<file path="config.mk">
export PLATFORM = sky130hd
export DESIGN_NAME = mbx_irq_ctrl
export DESIGN_NICKNAME = d
export VERILOG_FILES = /design/src/rtl/mbx_irq_pkg.sv /design/src/rtl/mbx_status_bank.sv /design/src/rtl/mbx_irq_router.sv /design/src/rtl/mbx_irq_ctrl.sv
export SDC_FILE = /design/constraint.sdc
export NUM_CORES = 1
export LEC_CHECK = 0
export BUFFER_PORTS_ARGS = -buffer_cell sky130_fd_sc_hd__buf_2
export CORE_UTILIZATION = 42
export DETAILED_ROUTE_END_ITERATION = 10
export PLACE_DENSITY = 0.95
export SLEW_MARGIN = 20
export SYNTH_ARGS = -nofsm -noshare
export SYNTH_HDL_FRONTEND = slang
export SYNTH_HIERARCHICAL = 1
export SYNTH_SLANG_ARGS = --single-unit
</file>
<file path="constraint.sdc">
create_clock -name clk -period 1.92 [get_ports clk]
set_input_delay 0.096 -clock clk [delete_from_list [all_inputs] [get_ports clk]]
set_output_delay 0.096 -clock clk [all_outputs]
set_load 0.02 [all_outputs]
</file>
<file path="src/rtl/mbx_irq_pkg.sv">
package mbx_irq_pkg;

  localparam int unsigned WORD_W       = 32;
  localparam int unsigned INTX_OFF_BIT = 10;
  localparam int unsigned MSI_ON_BIT   = 16;

  typedef enum logic [1:0] {
    MODE_OFF    = 2'd0,
    MODE_LEGACY = 2'd1,
    MODE_MSI    = 2'd2
  } irq_mode_e;

  // Next value of a sticky flag word: acknowledged bits drop, new events win.
  function automatic logic [WORD_W-1:0] flag_next(
    input logic [WORD_W-1:0] cur,
    input logic [WORD_W-1:0] ack,
    input logic [WORD_W-1:0] evt
  );
    return (cur & ~ack) | evt;
  endfunction

  // Delivery route: message mode has priority so a handover never drops.
  function automatic irq_mode_e pick_mode(input logic intx_off, input logic msi_on);
    if (msi_on)        return MODE_MSI;
    else if (!intx_off) return MODE_LEGACY;
    else               return MODE_OFF;
  endfunction

endpackage

</file>
<file path="src/rtl/mbx_status_bank.sv">
module mbx_status_bank
  import mbx_irq_pkg::*;
#(
  parameter int unsigned NUM_MBOX    = 16,
  parameter int unsigned ADDR_W      = 16,
  parameter int unsigned STATUS_ADDR = 'h3060,
  parameter int unsigned ENABLE_ADDR = 'h3070
) (
  input  logic                clk,
  input  logic                rst_n,
  input  logic [ADDR_W-1:0]   reg_addr,
  input  logic                reg_wr_en,
  input  logic [WORD_W-1:0]   reg_wdata,
  input  logic [NUM_MBOX-1:0] mbox_wr,
  output logic [NUM_MBOX-1:0] status_q,
  output logic [NUM_MBOX-1:0] enable_q,
  output logic [WORD_W-1:0]   reg_rdata,
  output logic                pending
);

  localparam logic [ADDR_W-1:0] ST_A = ADDR_W'(STATUS_ADDR);
  localparam logic [ADDR_W-1:0] EN_A = ADDR_W'(ENABLE_ADDR);

  logic                hit_status, hit_enable;
  logic                wr_status, wr_enable;
  logic [NUM_MBOX-1:0] ack_mask;
  logic [WORD_W-1:0]   next_full;

  assign hit_status = (reg_addr == ST_A);
  assign hit_enable = (reg_addr == EN_A);
  assign wr_status  = reg_wr_en && hit_status;
  assign wr_enable  = reg_wr_en && hit_enable;
  assign ack_mask   = wr_status ? reg_wdata[NUM_MBOX-1:0] : '0;
  assign next_full  = flag_next(WORD_W'(status_q), WORD_W'(ack_mask), WORD_W'(mbox_wr));

  generate
    for (genvar i = 0; i < NUM_MBOX; i++) begin : g_flag
      always_ff @(posedge clk) begin
        if (!rst_n) status_q[i] <= 1'b0;
        else        status_q[i] <= next_full[i];
      end
    end
    if (NUM_MBOX < WORD_W) begin : g_pad
      logic unused_hi;
      assign unused_hi = ^{reg_wdata[WORD_W-1:NUM_MBOX], next_full[WORD_W-1:NUM_MBOX]};
    end
  endgenerate

  always_ff @(posedge clk) begin
    if (!rst_n)         enable_q <= '0;
    else if (wr_enable) enable_q <= reg_wdata[NUM_MBOX-1:0];
  end

  always_comb begin
    reg_rdata = '0;
    if (hit_status)      reg_rdata[NUM_MBOX-1:0] = status_q;
    else if (hit_enable) reg_rdata[NUM_MBOX-1:0] = enable_q;
  end

  assign pending = |(status_q & enable_q);


  mbox_set_chk: assert property (@(posedge clk) disable iff (!rst_n)
    (|mbox_wr) |=> ((status_q & $past(mbox_wr)) == $past(mbox_wr)));


  clear_src_chk: assert property (@(posedge clk) disable iff (!rst_n)
    rst_n |=> ((($past(status_q) & ~status_q) & ~$past(ack_mask)) == '0));


  enable_load_chk: assert property (@(posedge clk) disable iff (!rst_n)
    wr_enable |=> (enable_q == $past(reg_wdata[NUM_MBOX-1:0])));

endmodule

</file>
<file path="src/rtl/mbx_irq_router.sv">
module mbx_irq_router
  import mbx_irq_pkg::*;
(
  input  logic        clk,
  input  logic        rst_n,
  input  logic        pending,
  input  logic [15:0] cfg_command,
  input  logic [31:0] cfg_msi_ctrl,
  output logic        intx_level,
  output logic        msi_req
);

  irq_mode_e mode;
  logic      msi_armed, msi_armed_q, msi_rise;
  logic      unused_cfg;

  assign mode       = pick_mode(cfg_command[INTX_OFF_BIT], cfg_msi_ctrl[MSI_ON_BIT]);
  assign unused_cfg = ^{cfg_command[15:11], cfg_command[9:0],
                        cfg_msi_ctrl[31:17], cfg_msi_ctrl[15:0]};

  assign msi_armed = pending && (mode == MODE_MSI);

  always_ff @(posedge clk) begin
    if (!rst_n) msi_armed_q <= 1'b0;
    else        msi_armed_q <= msi_armed;
  end

  assign msi_rise   = msi_armed && !msi_armed_q;
  assign msi_req    = msi_rise;
  assign intx_level = pending && (mode == MODE_LEGACY);


  msi_single_chk: assert property (@(posedge clk) disable iff (!rst_n)
    msi_req |=> !msi_req);


  route_excl_chk: assert property (@(posedge clk) disable iff (!rst_n)
    !(intx_level && msi_req));


  msi_needs_pend_chk: assert property (@(posedge clk) disable iff (!rst_n)
    msi_req |-> pending);


  quiet_off_chk: assert property (@(posedge clk) disable iff (!rst_n)
    (cfg_command[INTX_OFF_BIT] && !cfg_msi_ctrl[MSI_ON_BIT]) |-> (!intx_level && !msi_req));

endmodule

</file>
<file path="src/rtl/mbx_irq_ctrl.sv">
module mbx_irq_ctrl
  import mbx_irq_pkg::*;
#(
  parameter int unsigned NUM_MBOX    = 16,
  parameter int unsigned ADDR_W      = 16,
  parameter int unsigned STATUS_ADDR = 'h3060,
  parameter int unsigned ENABLE_ADDR = 'h3070
) (
  input  logic                clk,
  input  logic                rst_n,
  input  logic [ADDR_W-1:0]   reg_addr,
  input  logic                reg_wr_en,
  input  logic [31:0]         reg_wdata,
  output logic [31:0]         reg_rdata,
  input  logic [NUM_MBOX-1:0] mbox_wr,
  input  logic [15:0]         cfg_command,
  input  logic [31:0]         cfg_msi_ctrl,
  output logic                intx_level,
  output logic                msi_req,
  output logic                local_irq
);

  logic [NUM_MBOX-1:0] status_q, enable_q;
  logic                pending;
  logic                unused_regs;

  assign unused_regs = ^{status_q, enable_q};

  mbx_status_bank #(
    .NUM_MBOX   (NUM_MBOX),
    .ADDR_W     (ADDR_W),
    .STATUS_ADDR(STATUS_ADDR),
    .ENABLE_ADDR(ENABLE_ADDR)
  ) bank_i (
    .clk      (clk),
    .rst_n    (rst_n),
    .reg_addr (reg_addr),
    .reg_wr_en(reg_wr_en),
    .reg_wdata(reg_wdata),
    .mbox_wr  (mbox_wr),
    .status_q (status_q),
    .enable_q (enable_q),
    .reg_rdata(reg_rdata),
    .pending  (pending)
  );

  mbx_irq_router router_i (
    .clk         (clk),
    .rst_n       (rst_n),
    .pending     (pending),
    .cfg_command (cfg_command),
    .cfg_msi_ctrl(cfg_msi_ctrl),
    .intx_level  (intx_level),
    .msi_req     (msi_req)
  );

  assign local_irq = pending;


  local_pend_chk: assert property (@(posedge clk) disable iff (!rst_n)
    local_irq |-> (|status_q));

endmodule

</file>
==> run_summary.xml <==
<?xml version="1.0" encoding="UTF-8"?>
<metrics>
  <group name="synthesis">
    <metric name="synth_enable_flop_cells" unit="">0</metric>
    <metric name="netlist_instances" unit="">202</metric>
    <metric name="synth-seq-cells" unit="">33</metric>
    <metric name="synth_top_cell_by_area" unit="">dfxtp_1</metric>
    <metric name="synth_flop_cell" unit="">dfxtp_1</metric>
    <metric name="synthArstFlopShare" unit="">0</metric>
    <metric name="synth_area" unit="mm^2">0.00182</metric>
    <metric name="post-synth-top-count-cell" unit="">dfxtp_1</metric>
    <metric name="synth_top_area_share" unit="">0.364</metric>
    <metric name="ys_types" unit="">27</metric>
    <metric name="post_synth_most_frequent_cells" unit="">33 x dfxtp_1, 20 x a22o_1, 19 x buf_4, 17 x nand4_1</metric>
    <metric name="ys.warnings.count" unit="">6</metric>
    <metric name="netlist_top_cells_area" unit="">dfxtp_1 36%, a22o_1 9.6%, buf_4 7.9%</metric>
    <metric name="post_synth.cell_area_avg" unit="um^2">8.99</metric>
    <metric name="yosysSeqAreaShare" unit="">0.364</metric>
  </group>
  <group name="cts">
    <metric name="cts_inserted_buffers" unit="">5</metric>
    <metric name="tritoncts" unit="">yes</metric>
    <metric name="cts.sink_count" unit="">33</metric>
    <metric name="clock_tree.root_cell" unit="">clkbuf_8</metric>
    <metric name="ctsLongestPathBuffers" unit="">2</metric>
    <metric name="path_clk_slew" unit="ps">70</metric>
    <metric name="holdBufCountCts" unit="">0</metric>
    <metric name="htreeDepth" unit="">2</metric>
    <metric name="worstSkewPairLatency" unit="ps">290</metric>
  </group>
  <group name="sta">
    <metric name="clock_tree_skew_after_final_layout" unit="ps">2.50</metric>
    <metric name="hold_viol_final" unit="">0</metric>
    <metric name="final-setup-viol-count" unit="">0</metric>
    <metric name="slew_headroom" unit="">0.629</metric>
    <metric name="fin_crit_sh" unit="">0.939</metric>
    <metric name="finalHoldWorstSlack" unit="ps">7.27</metric>
    <metric name="max_slew_violations" unit="">0</metric>
    <metric name="worstMarginPinSlew" unit="ps">557</metric>
    <metric name="time_the_worst_path_needs_with_i_o_delays_and_setup" unit="ps">1800</metric>
    <metric name="post-route-worst-setup-slack" unit="ps">118</metric>
    <metric name="final.setup.tns" unit="ps">0</metric>
    <metric name="timing.fmax" unit="MHz">555</metric>
    <metric name="grt_setup_unrepaired" unit="">false</metric>
  </group>
  <group name="drt">
    <metric name="detailedRoute.firstPassIterationCount" unit="">4</metric>
    <metric name="route.final.wire_length" unit="um">4720</metric>
    <metric name="drt.antenna.violating_nets" unit="">0</metric>
    <metric name="wl_per_cell" unit="um">14.8</metric>
    <metric name="dr_total_vias" unit="">1772</metric>
    <metric name="route.detailed.drc" unit="">0</metric>
    <metric name="drt_iter0_drc" unit="">122</metric>
    <metric name="route.detailed.vias_per_inst" unit="">5.55</metric>
  </group>
  <group name="setup_path">
    <metric name="critical_path_class" unit="">reg -&gt; out</metric>
    <metric name="cp_top_family" unit="">compound AO/OA/AOI/OAI gates</metric>
    <metric name="endpoint" unit="">msi_req</metric>
    <metric name="setup.reg_to_reg.worst_slack" unit="ps">580</metric>
    <metric name="reg2reg_to" unit="">router_i/msi_armed_q</metric>
    <metric name="crit_path_top_delay_cell" unit="">dfxtp_1</metric>
    <metric name="cp_slowest_stage_delay" unit="ps">320</metric>
    <metric name="cp-start-kind" unit="">register</metric>
    <metric name="cell_by_cell_listing_of_the_critical_path" unit="">a22o_1 &gt; a221oi_1 &gt; nand4_1 &gt; and3b_1 &gt; buf_2</metric>
    <metric name="worstSetupStartpoint" unit="">bank_i/status_q[9]</metric>
    <metric name="crit_path_max_fanout" unit="">4</metric>
    <metric name="critical_path_depth" unit="">5</metric>
    <metric name="worstReg2RegStart" unit="">bank_i/status_q[9]</metric>
    <metric name="worst-endpoint-arrival" unit="ps">1710</metric>
    <metric name="crit_buf_inv" unit="">1</metric>
    <metric name="worstPathRequired" unit="ps">1820</metric>
    <metric name="cp-end-kind" unit="">output port</metric>
    <metric name="worst-r2r-cell-count" unit="">4</metric>
  </group>
  <group name="placed_design">
    <metric name="port_buffers" unit="">71</metric>
    <metric name="gp_congestion" unit="">0.782</metric>
    <metric name="dp_worst_setup_slack" unit="ps">381</metric>
    <metric name="dpl_cell_area" unit="mm^2">0.00213</metric>
    <metric name="dp_hpwl" unit="um">3300</metric>
    <metric name="placedCellCount" unit="">312</metric>
  </group>
  <group name="pwr">
    <metric name="report.power.total" unit="mW">1.44</metric>
    <metric name="power_leakage" unit="nW">1.02</metric>
    <metric name="worst_ir_drop_vdd" unit="mV">0.382</metric>
    <metric name="pwr_density_cell" unit="mW/mm^2">648</metric>
  </group>
  <group name="cells_and_area">
    <metric name="finalNonFillerCells" unit="">319</metric>
    <metric name="layout.cell_area.non_filler" unit="mm^2">0.00222</metric>
    <metric name="num_antenna_cells" unit="">0</metric>
    <metric name="area_delta_synth_final" unit="%">22.3</metric>
    <metric name="fill_count" unit="">391</metric>
    <metric name="final_layout_size_suffix_gt1_frac" unit="">0.346</metric>
    <metric name="layout.nets" unit="">384</metric>
    <metric name="layout.core_utilization" unit="">0.543</metric>
  </group>
  <group name="floorplan">
    <metric name="initial_core_util" unit="">0.444</metric>
    <metric name="placeableCoreArea" unit="mm^2">0.00409</metric>
    <metric name="core.rowCount" unit="">23</metric>
    <metric name="fp.dieArea" unit="mm^2">0.00459</metric>
    <metric name="die_height" unit="um">67.7</metric>
    <metric name="die_w" unit="um">67.7</metric>
    <metric name="floorplan.io_pins" unit="">150</metric>
  </group>
  <group name="run_status">
    <metric name="status" unit="">completed</metric>
  </group>
  <group name="hold_path">
    <metric name="path_category_of_the_worst_min_delay_check" unit="">in -&gt; reg</metric>
  </group>
  <group name="grt">
    <metric name="grt_first_pass_wirelength" unit="um">7410</metric>
    <metric name="number_of_global_route_vias_before_repair" unit="">1634</metric>
    <metric name="antenna_found_initial" unit="">0</metric>
    <metric name="grt-ovfl-total" unit="">0</metric>
    <metric name="largest_net_degree_at_the_start_of_global_routing" unit="">34</metric>
    <metric name="grt.total_usage" unit="">0.224</metric>
  </group>
  <group name="run">
    <metric name="timing.max_cap.violations" unit="">0</metric>
  </group>
</metrics>
-- power breakdown --
group          internal, mW  switching (mW)
clock network         0.284           0.248
registers             0.709          0.0198
logic                0.0754           0.102
total                  1.07           0.370
-- routing by layer --
metal	vias up	track usage	part of all wire
met5	-	0	0
met4	0	0.106	0.018
met3	7	0.0574	0.084
met2	73	0.368	0.48
met1	833	0.268	0.42
li1	859	-	-
-- worst reg2reg max path, stage by stage, from the launching register on --
cell	delay (ps)
dfxtp_1	320
a22o_1	240
a221oi_1	260
nand4_1	220
and3_1	200
-- worst min-delay path by stage --
stage | endpoint | cells after the start | start
3_3_place_gp | bank_i/status_q[0] | 2 | mbox_wr[0]
3_5_place_dp | bank_i/status_q[7] | 2 | mbox_wr[7]
6_report | bank_i/status_q[12] | 2 | mbox_wr[12]
4_1_cts | bank_i/status_q[6] | 2 | mbox_wr[6]
5_1_grt | bank_i/status_q[7] | 2 | mbox_wr[7]
2_1_floorplan | bank_i/status_q[0] | 1 | mbox_wr[0]
-- area by class of cell --
type | count | area [um^2] | share of cell area
multi-input combinational | 134 | 936 | 0.421
sequential | 33 | 661 | 0.297
timing repair buffer | 79 | 415 | 0.187
clock buffer | 7 | 86.3 | 0.0389
tap | 50 | 62.6 | 0.0282
inverter | 16 | 60.1 | 0.0270
-- sequential cells by signal, indices dropped and copies added, names as in the netlist --
register	cells
bank_i/enable_q	16
router_i/msi_armed_q	1
bank_i/status_q	16
-- repair_timing --
item	in CTS	in global routing
buffers inserted	0	0
setup endpoints to repair	0	2
resized for setup	0	1
-- placed cells by master (no fill, tap or decap), types with 15 or more instances in the layout --
master / synthesis / final
nand4_1: 17 / 17
a22o_1: 20 / 20
inv_1: 16 / 16
buf_2: 3 / 71
o21a_1: 16 / 16
o21ai_0: 16 / 16
a31oi_1: 16 / 16
a21boi_0: 15 / 15
dfxtp_1: 33 / 33
conb_1: 1 / 16
-- cells by family after synthesis --
| group | count (synthesis) | synth area share |
|---|---|---|
| and+or+nand+nor | 30 | 0.132 |
| DFF | 33 | 0.364 |
| buffers and inverters | 50 | 0.155 |
| AOI/OAI and AO/OA | 88 | 0.347 |
| other | 1 | 0.00207 |
(Power assumes the default switching activity.)
